### config.mk
export PLATFORM = sky130hd
export DESIGN_NAME = dbs_top
export DESIGN_NICKNAME = d
export VERILOG_FILES = /design/src/rtl/dbs_pkg.sv /design/src/rtl/dbs_lane_steer.sv /design/src/rtl/dbs_ctrl.sv /design/src/rtl/dbs_top.sv
export SDC_FILE = /design/constraint.sdc
export NUM_CORES = 1
export LEC_CHECK = 0
export BUFFER_PORTS_ARGS = -buffer_cell sky130_fd_sc_hd__buf_4
export CELL_PAD_IN_SITES_DETAIL_PLACEMENT = 1
export CELL_PAD_IN_SITES_GLOBAL_PLACEMENT = 2
export CORE_UTILIZATION = 33
export CTS_BUF_LIST = sky130_fd_sc_hd__clkbuf_16
export CTS_CLUSTER_SIZE = 20
export DETAILED_ROUTE_END_ITERATION = 6
export PLACE_DENSITY = 0.83
export SLEW_MARGIN = 10
export SYNTH_ARGS = -nofsm -noshare
export SYNTH_HDL_FRONTEND = slang
export SYNTH_SLANG_ARGS = --single-unit
### constraint.sdc
create_clock -name clk -period 4.5 [get_ports clk]
set_input_delay 0.9 -clock clk [delete_from_list [all_inputs] [get_ports clk]]
set_output_delay 0.9 -clock clk [all_outputs]
set_load 0.01 [all_outputs]
### src/rtl/dbs_pkg.sv
// Shared constants and helpers for the dynamic bus sizing sequencer.
// Assumes a 32-bit operand and a 16-bit external data bus split into
// 8-bit lanes; lane 1 (bits 15:8) is the lane an 8-bit device uses.
package dbs_pkg;

    localparam int LANE_W  = 8;
    localparam int NLANE   = 2;
    localparam int PORT_W  = LANE_W * NLANE;
    localparam int OPND_W  = 32;
    localparam int CNT_W   = 3;

    localparam logic [1:0] OP_BYTE = 2'b00;
    localparam logic [1:0] OP_WORD = 2'b01;

    typedef enum logic {
        ST_IDLE = 1'b0,
        ST_BUS  = 1'b1
    } seq_state_t;

    // Size code for a given count of bytes still to move.
    function automatic logic [1:0] siz_code(input logic [CNT_W-1:0] left);
        case (left)
            3'd1:    siz_code = 2'b01;
            3'd2:    siz_code = 2'b10;
            3'd3:    siz_code = 2'b11;
            default: siz_code = 2'b00;
        endcase
    endfunction

    // Byte count of an operand from the request size field.
    function automatic logic [CNT_W-1:0] op_bytes(input logic [1:0] sz);
        case (sz)
            OP_BYTE: op_bytes = 3'd1;
            OP_WORD: op_bytes = 3'd2;
            default: op_bytes = 3'd4;
        endcase
    endfunction

endpackage

### src/rtl/dbs_lane_steer.sv
// Lane steering and acknowledge decode for one bus cycle.
// What it does: decodes the acknowledge into valid/width, works out
// how many bytes this cycle moves, places write bytes on the lanes and
// picks the live read lanes.
// Assumes: opnd_hi holds the next operand byte in bits 15:8 and the one
// after it in bits 7:0; purely combinational.
module dbs_lane_steer
    import dbs_pkg::*;
(
    input  logic [PORT_W-1:0]  opnd_hi,
    input  logic               addr0,
    input  logic [CNT_W-1:0]   left,
    input  logic [1:0]         ack_n,
    input  logic [PORT_W-1:0]  din,
    output logic [PORT_W-1:0]  dout,
    output logic               ack_ok,
    output logic               wide,
    output logic [1:0]         moved,
    output logic [PORT_W-1:0]  rbytes
);

    localparam int TOP = NLANE - 1;

    logic [LANE_W-1:0] first_b;
    logic [LANE_W-1:0] second_b;
    logic              two;

    assign first_b  = opnd_hi[PORT_W-1 -: LANE_W];
    assign second_b = opnd_hi[LANE_W-1:0];

    // Write lane placement: the upper lane always carries the next byte,
    // the lower lane carries the following byte, or a copy at odd addresses.
    for (genvar g = 0; g < NLANE; g++) begin : g_lane
        if (g == TOP) begin : g_up
            assign dout[g*LANE_W +: LANE_W] = first_b;
        end else begin : g_lo
            assign dout[g*LANE_W +: LANE_W] = addr0 ? first_b : second_b;
        end
    end

    // Acknowledge decode: bit 1 low marks a wide port, 10 a narrow one.
    always_comb begin
        wide   = ~ack_n[1];
        ack_ok = ~ack_n[1] | (ack_n == 2'b10);
    end

    // Byte count of this cycle: two only for an even wide transfer.
    always_comb begin
        two   = wide && !addr0 && (left >= 3'd2);
        moved = two ? 2'd2 : 2'd1;
    end

    // Read lane selection: unused lanes are dropped, result right-aligned.
    always_comb begin
        if (two) begin
            rbytes = din;
        end else if (wide && addr0) begin
            rbytes = {{LANE_W{1'b0}}, din[LANE_W-1:0]};
        end else begin
            rbytes = {{LANE_W{1'b0}}, din[PORT_W-1 -: LANE_W]};
        end
    end

endmodule

### src/rtl/dbs_ctrl.sv
// Transfer sequencer for the dynamic bus sizing block.
// What it does: accepts one request while idle, rejects misaligned
// word/long requests, runs bus cycles until no bytes remain, shifts write
// bytes out and read bytes in, then pulses done.
// Assumes: the lane steering block supplies ack_ok/moved/rbytes for the
// current cycle; requests arriving while busy are ignored.
module dbs_ctrl
    import dbs_pkg::*;
#(
    parameter int AW = 24
) (
    input  logic               clk,
    input  logic               rst_n,
    input  logic               req_valid,
    input  logic [1:0]         req_size,
    input  logic [AW-1:0]      req_addr,
    input  logic               req_write,
    input  logic [OPND_W-1:0]  req_wdata,
    input  logic               ack_ok,
    input  logic [1:0]         moved,
    input  logic [PORT_W-1:0]  rbytes,
    output logic               busy,
    output logic               done,
    output logic               err,
    output logic [OPND_W-1:0]  rdata,
    output logic               bus_cyc,
    output logic               bus_strb,
    output logic               bus_rw,
    output logic [1:0]         bus_siz,
    output logic [AW-1:0]      bus_addr,
    output logic [PORT_W-1:0]  opnd_hi,
    output logic [CNT_W-1:0]   left
);

    localparam int SHW = OPND_W - PORT_W;

    seq_state_t         state;
    logic [CNT_W-1:0]   left_q;
    logic [AW-1:0]      addr_q;
    logic [OPND_W-1:0]  wsh_q;
    logic [OPND_W-1:0]  rbuf_q;
    logic               rd_q;
    logic               misalign;
    logic               last;
    logic [OPND_W-1:0]  rbuf_nx;
    logic [OPND_W-1:0]  wsh_nx;
    logic [OPND_W-1:0]  wdata_al;

    // Request checks: only bytes may start at an odd address.
    always_comb begin
        misalign = (req_size != OP_BYTE) && req_addr[0];
    end

    // Left-align the write operand so the next byte sits at the top.
    always_comb begin
        case (req_size)
            OP_BYTE: wdata_al = {req_wdata[7:0], 24'h0};
            OP_WORD: wdata_al = {req_wdata[15:0], 16'h0};
            default: wdata_al = req_wdata;
        endcase
    end

    // Next shift-register values after this cycle's bytes have moved.
    always_comb begin
        last = (left_q == {1'b0, moved});
        if (moved == 2'd2) begin
            rbuf_nx = {rbuf_q[SHW-1:0], rbytes};
            wsh_nx  = {wsh_q[SHW-1:0], {PORT_W{1'b0}}};
        end else begin
            rbuf_nx = {rbuf_q[OPND_W-LANE_W-1:0], rbytes[LANE_W-1:0]};
            wsh_nx  = {wsh_q[OPND_W-LANE_W-1:0], {LANE_W{1'b0}}};
        end
    end

    // Sequencer state, counters and operand shift registers.
    always_ff @(posedge clk) begin
        if (!rst_n) begin
            state    <= ST_IDLE;
            left_q   <= '0;
            addr_q   <= '0;
            wsh_q    <= '0;
            rbuf_q   <= '0;
            rd_q     <= 1'b0;
            done     <= 1'b0;
            err      <= 1'b0;
            rdata    <= '0;
            bus_strb <= 1'b0;
        end else begin
            done     <= 1'b0;
            err      <= 1'b0;
            bus_strb <= 1'b0;
            case (state)
                ST_IDLE: begin
                    if (req_valid) begin
                        if (misalign) begin
                            err <= 1'b1;
                        end else begin
                            state    <= ST_BUS;
                            left_q   <= op_bytes(req_size);
                            addr_q   <= req_addr;
                            wsh_q    <= wdata_al;
                            rbuf_q   <= '0;
                            rd_q     <= !req_write;
                            bus_strb <= 1'b1;
                        end
                    end
                end
                ST_BUS: begin
                    if (ack_ok) begin
                        left_q <= left_q - {1'b0, moved};
                        addr_q <= addr_q + AW'(moved);
                        wsh_q  <= wsh_nx;
                        rbuf_q <= rbuf_nx;
                        if (last) begin
                            state <= ST_IDLE;
                            done  <= 1'b1;
                            rdata <= rd_q ? rbuf_nx : '0;
                        end else begin
                            bus_strb <= 1'b1;
                        end
                    end
                end
                default: state <= ST_IDLE;
            endcase
        end
    end

    // Bus-side view of the current cycle.
    always_comb begin
        busy     = (state == ST_BUS);
        bus_cyc  = busy;
        bus_rw   = rd_q;
        bus_siz  = siz_code(left_q);
        bus_addr = addr_q;
        opnd_hi  = wsh_q[OPND_W-1 -: PORT_W];
        left     = left_q;
    end

endmodule

### src/rtl/dbs_top.sv
// Top level of the dynamic bus sizing cycle sequencer.
// What it does: joins the sequencer to the lane steering logic and
// exposes the core-side request interface and the external bus.
// Assumes: a 16-bit external bus with 8-bit devices on bits 15:8;
// acknowledge is active low and is 11 outside bus cycles.
module dbs_top
    import dbs_pkg::*;
#(
    parameter int AW = 24
) (
    input  logic               clk,
    input  logic               rst_n,
    input  logic               req_valid,
    input  logic [1:0]         req_size,
    input  logic [AW-1:0]      req_addr,
    input  logic               req_write,
    input  logic [31:0]        req_wdata,
    output logic               busy,
    output logic               done,
    output logic               err,
    output logic [31:0]        rdata,
    output logic               bus_cyc,
    output logic               bus_strb,
    output logic               bus_rw,
    output logic [1:0]         bus_siz,
    output logic [AW-1:0]      bus_addr,
    output logic [15:0]        bus_dout,
    input  logic [15:0]        bus_din,
    input  logic [1:0]         bus_ack
);

    logic              ack_ok;
    logic              wide;
    logic [1:0]        moved;
    logic [PORT_W-1:0] rbytes;
    logic [PORT_W-1:0] opnd_hi;
    logic [CNT_W-1:0]  left;
    logic              unused_wide;

    assign unused_wide = wide;

    dbs_ctrl #(.AW(AW)) u_ctrl (
        .clk       (clk),
        .rst_n     (rst_n),
        .req_valid (req_valid),
        .req_size  (req_size),
        .req_addr  (req_addr),
        .req_write (req_write),
        .req_wdata (req_wdata),
        .ack_ok    (ack_ok),
        .moved     (moved),
        .rbytes    (rbytes),
        .busy      (busy),
        .done      (done),
        .err       (err),
        .rdata     (rdata),
        .bus_cyc   (bus_cyc),
        .bus_strb  (bus_strb),
        .bus_rw    (bus_rw),
        .bus_siz   (bus_siz),
        .bus_addr  (bus_addr),
        .opnd_hi   (opnd_hi),
        .left      (left)
    );

    dbs_lane_steer u_steer (
        .opnd_hi (opnd_hi),
        .addr0   (bus_addr[0]),
        .left    (left),
        .ack_n   (bus_ack),
        .din     (bus_din),
        .dout    (bus_dout),
        .ack_ok  (ack_ok),
        .wide    (wide),
        .moved   (moved),
        .rbytes  (rbytes)
    );

endmodule

# == Yosys cells after proc, flatten, opt, wreduce, memory -nomap -nowiden ==
# Cells that the tools add are included.
# totals
reg_bits,120
latch_bits,0
ram_bits,0
romBits,0
inputBits,80
word_cells,77
mem_count,0
# classes
add_sub_neg,2
n_mul,0
div,0
magnitude_cmp,1
n_eq_ne,10
n_shift,0
mux,35
n_bitwise,6
n_reduce_logical,13
# ops
operator,n
$mux W32,6
$mux W24,6
$pmux W32 S2,2
$pmux W24 S2,2
$add A24 B2 Y24,1
$mux W16,1
$mux W8,2
$pmux W3 S2,2
$reduce_and A3 Y1,4
$mux W3,3
$mux W1,7
$eq A3 B2 Y1 const B,2
$ne A2 B2 Y1 const B,3
$pmux W2 S3,1
$not A1 Y1,5
$eq A2 B2 Y1 const B,2
$logic_and A1 B1 Y1,4
$pmux W1 S2,2
$eq A3 B1 Y1 const B,1
$eq A3 B2 Y1,1
$ge A3 B2 Y1 const B,1
$reduce_or A3 Y1,1
$sub A3 B2 Y3,1
$eq A2 B1 Y1 const B,1
5 further kinds,6

# == Longest topological paths before layout ==
# depth
word_depth,8
mapped_depth,11
depth_no_buf,8

# == By module ==
# Synthesis repeated with hierarchy kept, for this count alone.
# unflattened
hier_cells,766
area_unflattened_um2,6487.5
# by_module_without_submodules
mod,n_inst,cells_each,area_each_um2,seq_area_each_um2
dbs_ctrl,1,696,5963.2,2402.3
dbs_lane_steer,1,70,524.3,0.0

# == Worst setup path before layout ==
# No wires, ideal clock.
# synth_timing
path_kind,input to register
startpoint,input port bus_ack[1]
endpoint,"register u_ctrl.addr_q[22], in the netlist u_ctrl.bus_addr[22]"
setup_time_ps,74
t_arrival_ps,2828
setup_slack_ps,1598
stages,9
path_buffers,1
path_cell_list,nor2_1 nand2_1 buf_2 inv_1 ha_1 a21oi_1 or4_1 or4_1 a31oi_1
# synth_between
elab_chain_cells,7
word_cells_on_any_way,11
cone_classes,add/sub: 1; eq/ne: 2; mux: 3; bitwise: 2; reduce/logical: 3
# synth_lines
item,line_no,source
"start, declared",dbs_top.sv:29,input logic [1:0] bus_ack
$not A1 Y1,"dbs_lane_steer.sv:43, dbs_lane_steer.sv:44",
$logic_and A1 B1 Y1 (2 in series),dbs_lane_steer.sv:49,two = wide && !addr0 && (left >= 3'd2);
$mux W2,dbs_lane_steer.sv:50,moved = two ? 2'd2 : 2'd1;
$add A24 B2 Y24,dbs_ctrl.sv:111,addr_q <= addr_q + AW'(moved);
$mux W24,dbs_ctrl.sv:109,if (ack_ok) begin
$pmux W24 S2,dbs_ctrl.sv:92,case (state)
"end signal, assigned",dbs_ctrl.sv:100,addr_q <= req_addr;
"end signal, assigned",dbs_ctrl.sv:111,
"end, declared",dbs_ctrl.sv:39,logic [AW-1:0] addr_q;
# Parallel ways exist; a longest one is shown, timed or not. The select of a mux whose other input is x is not followed.
# A chain may end at the register's enable or synchronous reset.

# == Worst setup path after layout ==
# layout_timing
startpoint,"register u_ctrl.left_q[2], in the netlist u_ctrl.left[2]"
endpoint,"register u_ctrl.addr_q[15], in the netlist u_ctrl.bus_addr[15]"
# layout_between
elab_chain_cells,6
# layout_lines
item,line_no,source
"start, declared",dbs_ctrl.sv:38,logic [CNT_W-1:0] left_q;
"start signal, assigned",dbs_ctrl.sv:99,left_q <= op_bytes(req_size);
"start signal, assigned",dbs_ctrl.sv:110,"left_q <= left_q - {1'b0, moved};"
$ge A3 B2 Y1,dbs_lane_steer.sv:49,
$logic_and A1 B1 Y1,dbs_lane_steer.sv:49,
$mux W2,dbs_lane_steer.sv:50,
$add A24 B2 Y24,dbs_ctrl.sv:111,
$mux W24,dbs_ctrl.sv:109,
$pmux W24 S2,dbs_ctrl.sv:92,
# No other way between the ends. The select of a mux whose other input is x is not followed.

==> results by group <==
STA
  • Setup_tns: 0 ns
  • Final Hold Fails: 0
  • Worst relative slew slack: between 40% and 50%
  • Final Cycle Share: 62.68%
  • Clock skew: between 0.015 and 0.02 ns
  • Max Clock Freq: around 350 MHz
  • Setup repair after global routing missed its margin: false
  • Final setup vio count: 0
  • Worst slew pin tran: 0.8968 ns
  • Fin crit period: 2.820 ns
  • Fin. max-slew vios: 0

Die
  • Rows: 51
  • Die X: ~140 um
  • Starting Density: between 30 and 40%
  • Die area: 20,310 um^2
  • IO Count: 160
  • Core area: 19,400 um^2
  • DIE HEIGHT: 142.5 um

Final layout
  • Nets: slightly above 1k
  • Share of layout cells above drive strength 1: 24.45%
  • Storage cell area: 2404 um^2
  • Commonest cells after routing, fill and taps aside: buf_4 (175), dfxtp_1 (119), o21ai_0 (92)
  • Non-Filler Instances: 1,214
  • Multi-input gate area: 3705 um^2
  • Leading cell type in the layout, fill and taps excluded: buf_4
  • Filler cells: 2,403
  • Area growth syn-to-layout: 28.62%
  • Antenna cell count: 0

Run
  • Number of max-cap violations: 0

Placement
  • Hpwl dp: around 16,000 um
  • IO Port Bufs: 159
  • Placer Congestion: 0.8197
  • DP Cell Count: 1,182

Routing
  • Metal3 WL: 1093 um
  • Vias/cell: about 5.7
  • Via count: 6,927
  • # DRC: 0
  • Number of nets with antenna violations after routing: 0
  • Post-Route WL: 24,640 um
  • Metal-1 WL: 11,880 um
  • Wire per inst: 20.29 um
  • DR WL met2: 11,340 um
  • DR iter-0 viols: 339
  • First-pass DRT Iterations: 5
  • Max Used Layer: met4

Global route
  • Gr ovfl total: 0
  • All-Layer GR Usage: 24.47%
  • Global-route wire length before repair: 38,620 um
  • Largest net degree at the start of global routing: 59
  • Initial antenna violation count: 0
  • Vias in the first global route: around 6.9k

Synth
  • Yosys top cell by area: dfxtp_1
  • Yosys reg bits: 120
  • Synth area leaders: dfxtp_1 (37%), o21ai_0 (7.1%), a21o_1 (6.7%), a21oi_1 (6.5%), nand3_1 (6.3%)
  • Syn Nets: 916
  • Avg Inst Size Synth: 7.831 um^2
  • Cells after Synth: ~830
  • Most common flop cell mapped by yosys: dfxtp_1
  • Syn. warnings: 0
  • Post-synth top area share: 36.87%
  • Number of synthesized flops with an enable pin: 0
  • Netlist cell types: 57
  • Register area share after synthesis: 36.87%
  • Fraction of registers with async set/reset: 0%
  • Mapped Area: between 6000 and 7000 um^2

Clock tree
  • Clock sink count: 120
  • Largest buffer count on any clock path: 2
  • Hold buffers post-CTS: 0
  • Worst-Skew Late Latency: about 0.42 ns
  • Post-CTS setup buffers: 0
  • CTS tree: done
  • Clock root buffer: clkbuf_16
  • CTS Buf Count: 17
  • H-tree depth: 4
  • Clock slew at reported path FFs: 0.06 ns
  • Resize count post-CTS: 0

Setup path
  • Crit-path slowest cell: or4_1
  • Crit end category: register
  • CP max FO: 19
  • Crit path cell chain: or2_2, nand2_1, buf_4, inv_1, ha_1, a21o_1, nand4_1, or4_1, a31oi_1
  • Startpoint Class: register
  • Data required time of the critical path: 4.84 ns
  • Crit path kind: reg2reg
  • Max incr delay on CP: 0.53 ns
  • Worst path arrival time: ~3.2 ns

Pwr
  • Sw Pwr: 1.009 mW
  • Clock power frac: between 40 and 50%
  • Switching share of power: 31.69%
  • Peak supply drop: ~0.28 mV
  • Leakage: 3.070 nW
  • Cell internal pwr: 2.175 mW
  • Comb pwr share: 20.5%
  • Pwr dens: 380.0 nW/um^2
  • Reg power frac: 37.9%

Run status
  • Status: complete, no violations

Min path
  • Tightest Hold Check Type: reg2reg
[logic make-up (layout without fill, tap and decap cells)]
logic type / after synthesis / in the layout / share of synthesized area (%)
muxes: 17 / 17 / 2.785
adders and majority gates: 4 / 4 / 0.8835
DFF: 120 / 120 / 36.87
xor gates and xnor gates: 1 / 1 / 0.1345
buffers and inverters: 102 / 219 / 6.626
and+or+nand+nor: 235 / 235 / 18.03
AOI/OAI and AO/OA: 353 / 353 / 34.67
[layout make-up]
class                      instances  share of cell area (%)
inverter                          11                  0.4928
multi-input combinational        610                   44.21
tap                              265                   3.957
sequential                       120                   28.68
clock buffer                      17                   5.077
clock inverter                    15                   1.657
timing repair buffer             176                   15.92
[layer usage]
layer	GRT usage (%)	vias up
li1	-	3321
met1	33.53	3390
met2	39.37	190
met3	4.475	26
met4	6.112	0
met5	0	-
[through the flow]
step	setup slack (ns)	power [mW]	cell area (um^2)	hold WS [ns]	util, %
floorplan	1.598	1.597	6515	0.4329	-
global placement	1.383	1.875	7815	0.4396	40.29
detailed placement	1.302	1.881	7815	0.4477	40.29
CTS	1.699	3.203	8379	0.4561	43.20
global route	1.453	3.321	8379	0.4811	43.20
finish	1.680	3.185	8379	0.4532	43.20
[power groups by stage]
stage                     Clock [mW]  Combinational [mW]  Sequential (mW)
after floorplan                    0               0.396             1.20
after global placement             0               0.647             1.23
after detailed placement           0               0.651             1.23
after CTS                       1.34               0.656             1.21
after global routing            1.39               0.712             1.22
final                           1.32               0.654             1.21
[critical path: cells and delay by family, from the launching register on]
family / cells / cell delay (ns)
fa+ha+maj: 1 / 0.35
flops: 1 / 0.40
buf+inv: 2 / 0.37
simple gates: 4 / 1.14
compound gates: 2 / 0.48
[synth_stat cells (9+ instances only)]
library cell / instances
nor2_1: 27
a211oi_1: 35
o21ai_0: 92
a21oi_1: 84
buf_2: 9
inv_1: 9
nand3_1: 82
nand4_1: 13
o211ai_1: 12
a21o_1: 58
mux2_2: 9
dfxtp_1: 120
clkbuf_1: 65
nand2_1: 57
nor3_1: 9
buf_4: 10
o31ai_1: 9
and3_1: 10
[flip-flops by register name, indices dropped and copies added, names as in the netlist]
register / count
u_ctrl.rdata: 32
u_ctrl.wsh_q: 32
u_ctrl.bus_addr: 24
u_ctrl.rbuf_q: 24
u_ctrl.left: 3
u_ctrl.bus_cyc: 1
u_ctrl.bus_rw: 1
u_ctrl.bus_strb: 1
u_ctrl.done: 1
u_ctrl.err: 1
[worst paths after layout]
kind | start | end | slack (ns) | cells past startpoint
worst max-delay path | u_ctrl.left[2]$_SDFFE_PN0P_ | u_ctrl.bus_addr[15]$_SDFFE_PN0P_ | 1.68 | 9
worst min register to register | u_ctrl.rbuf_q[19]$_SDFFE_PN0P_ | u_ctrl.rbuf_q[19]$_SDFFE_PN0P_ | 0.45 | 2
worst min-delay path | u_ctrl.rbuf_q[19]$_SDFFE_PN0P_ | u_ctrl.rbuf_q[19]$_SDFFE_PN0P_ | 0.45 | 2
worst max register to register | u_ctrl.left[2]$_SDFFE_PN0P_ | u_ctrl.bus_addr[15]$_SDFFE_PN0P_ | 1.68 | 9
Power figures use the tool's default switching activity.
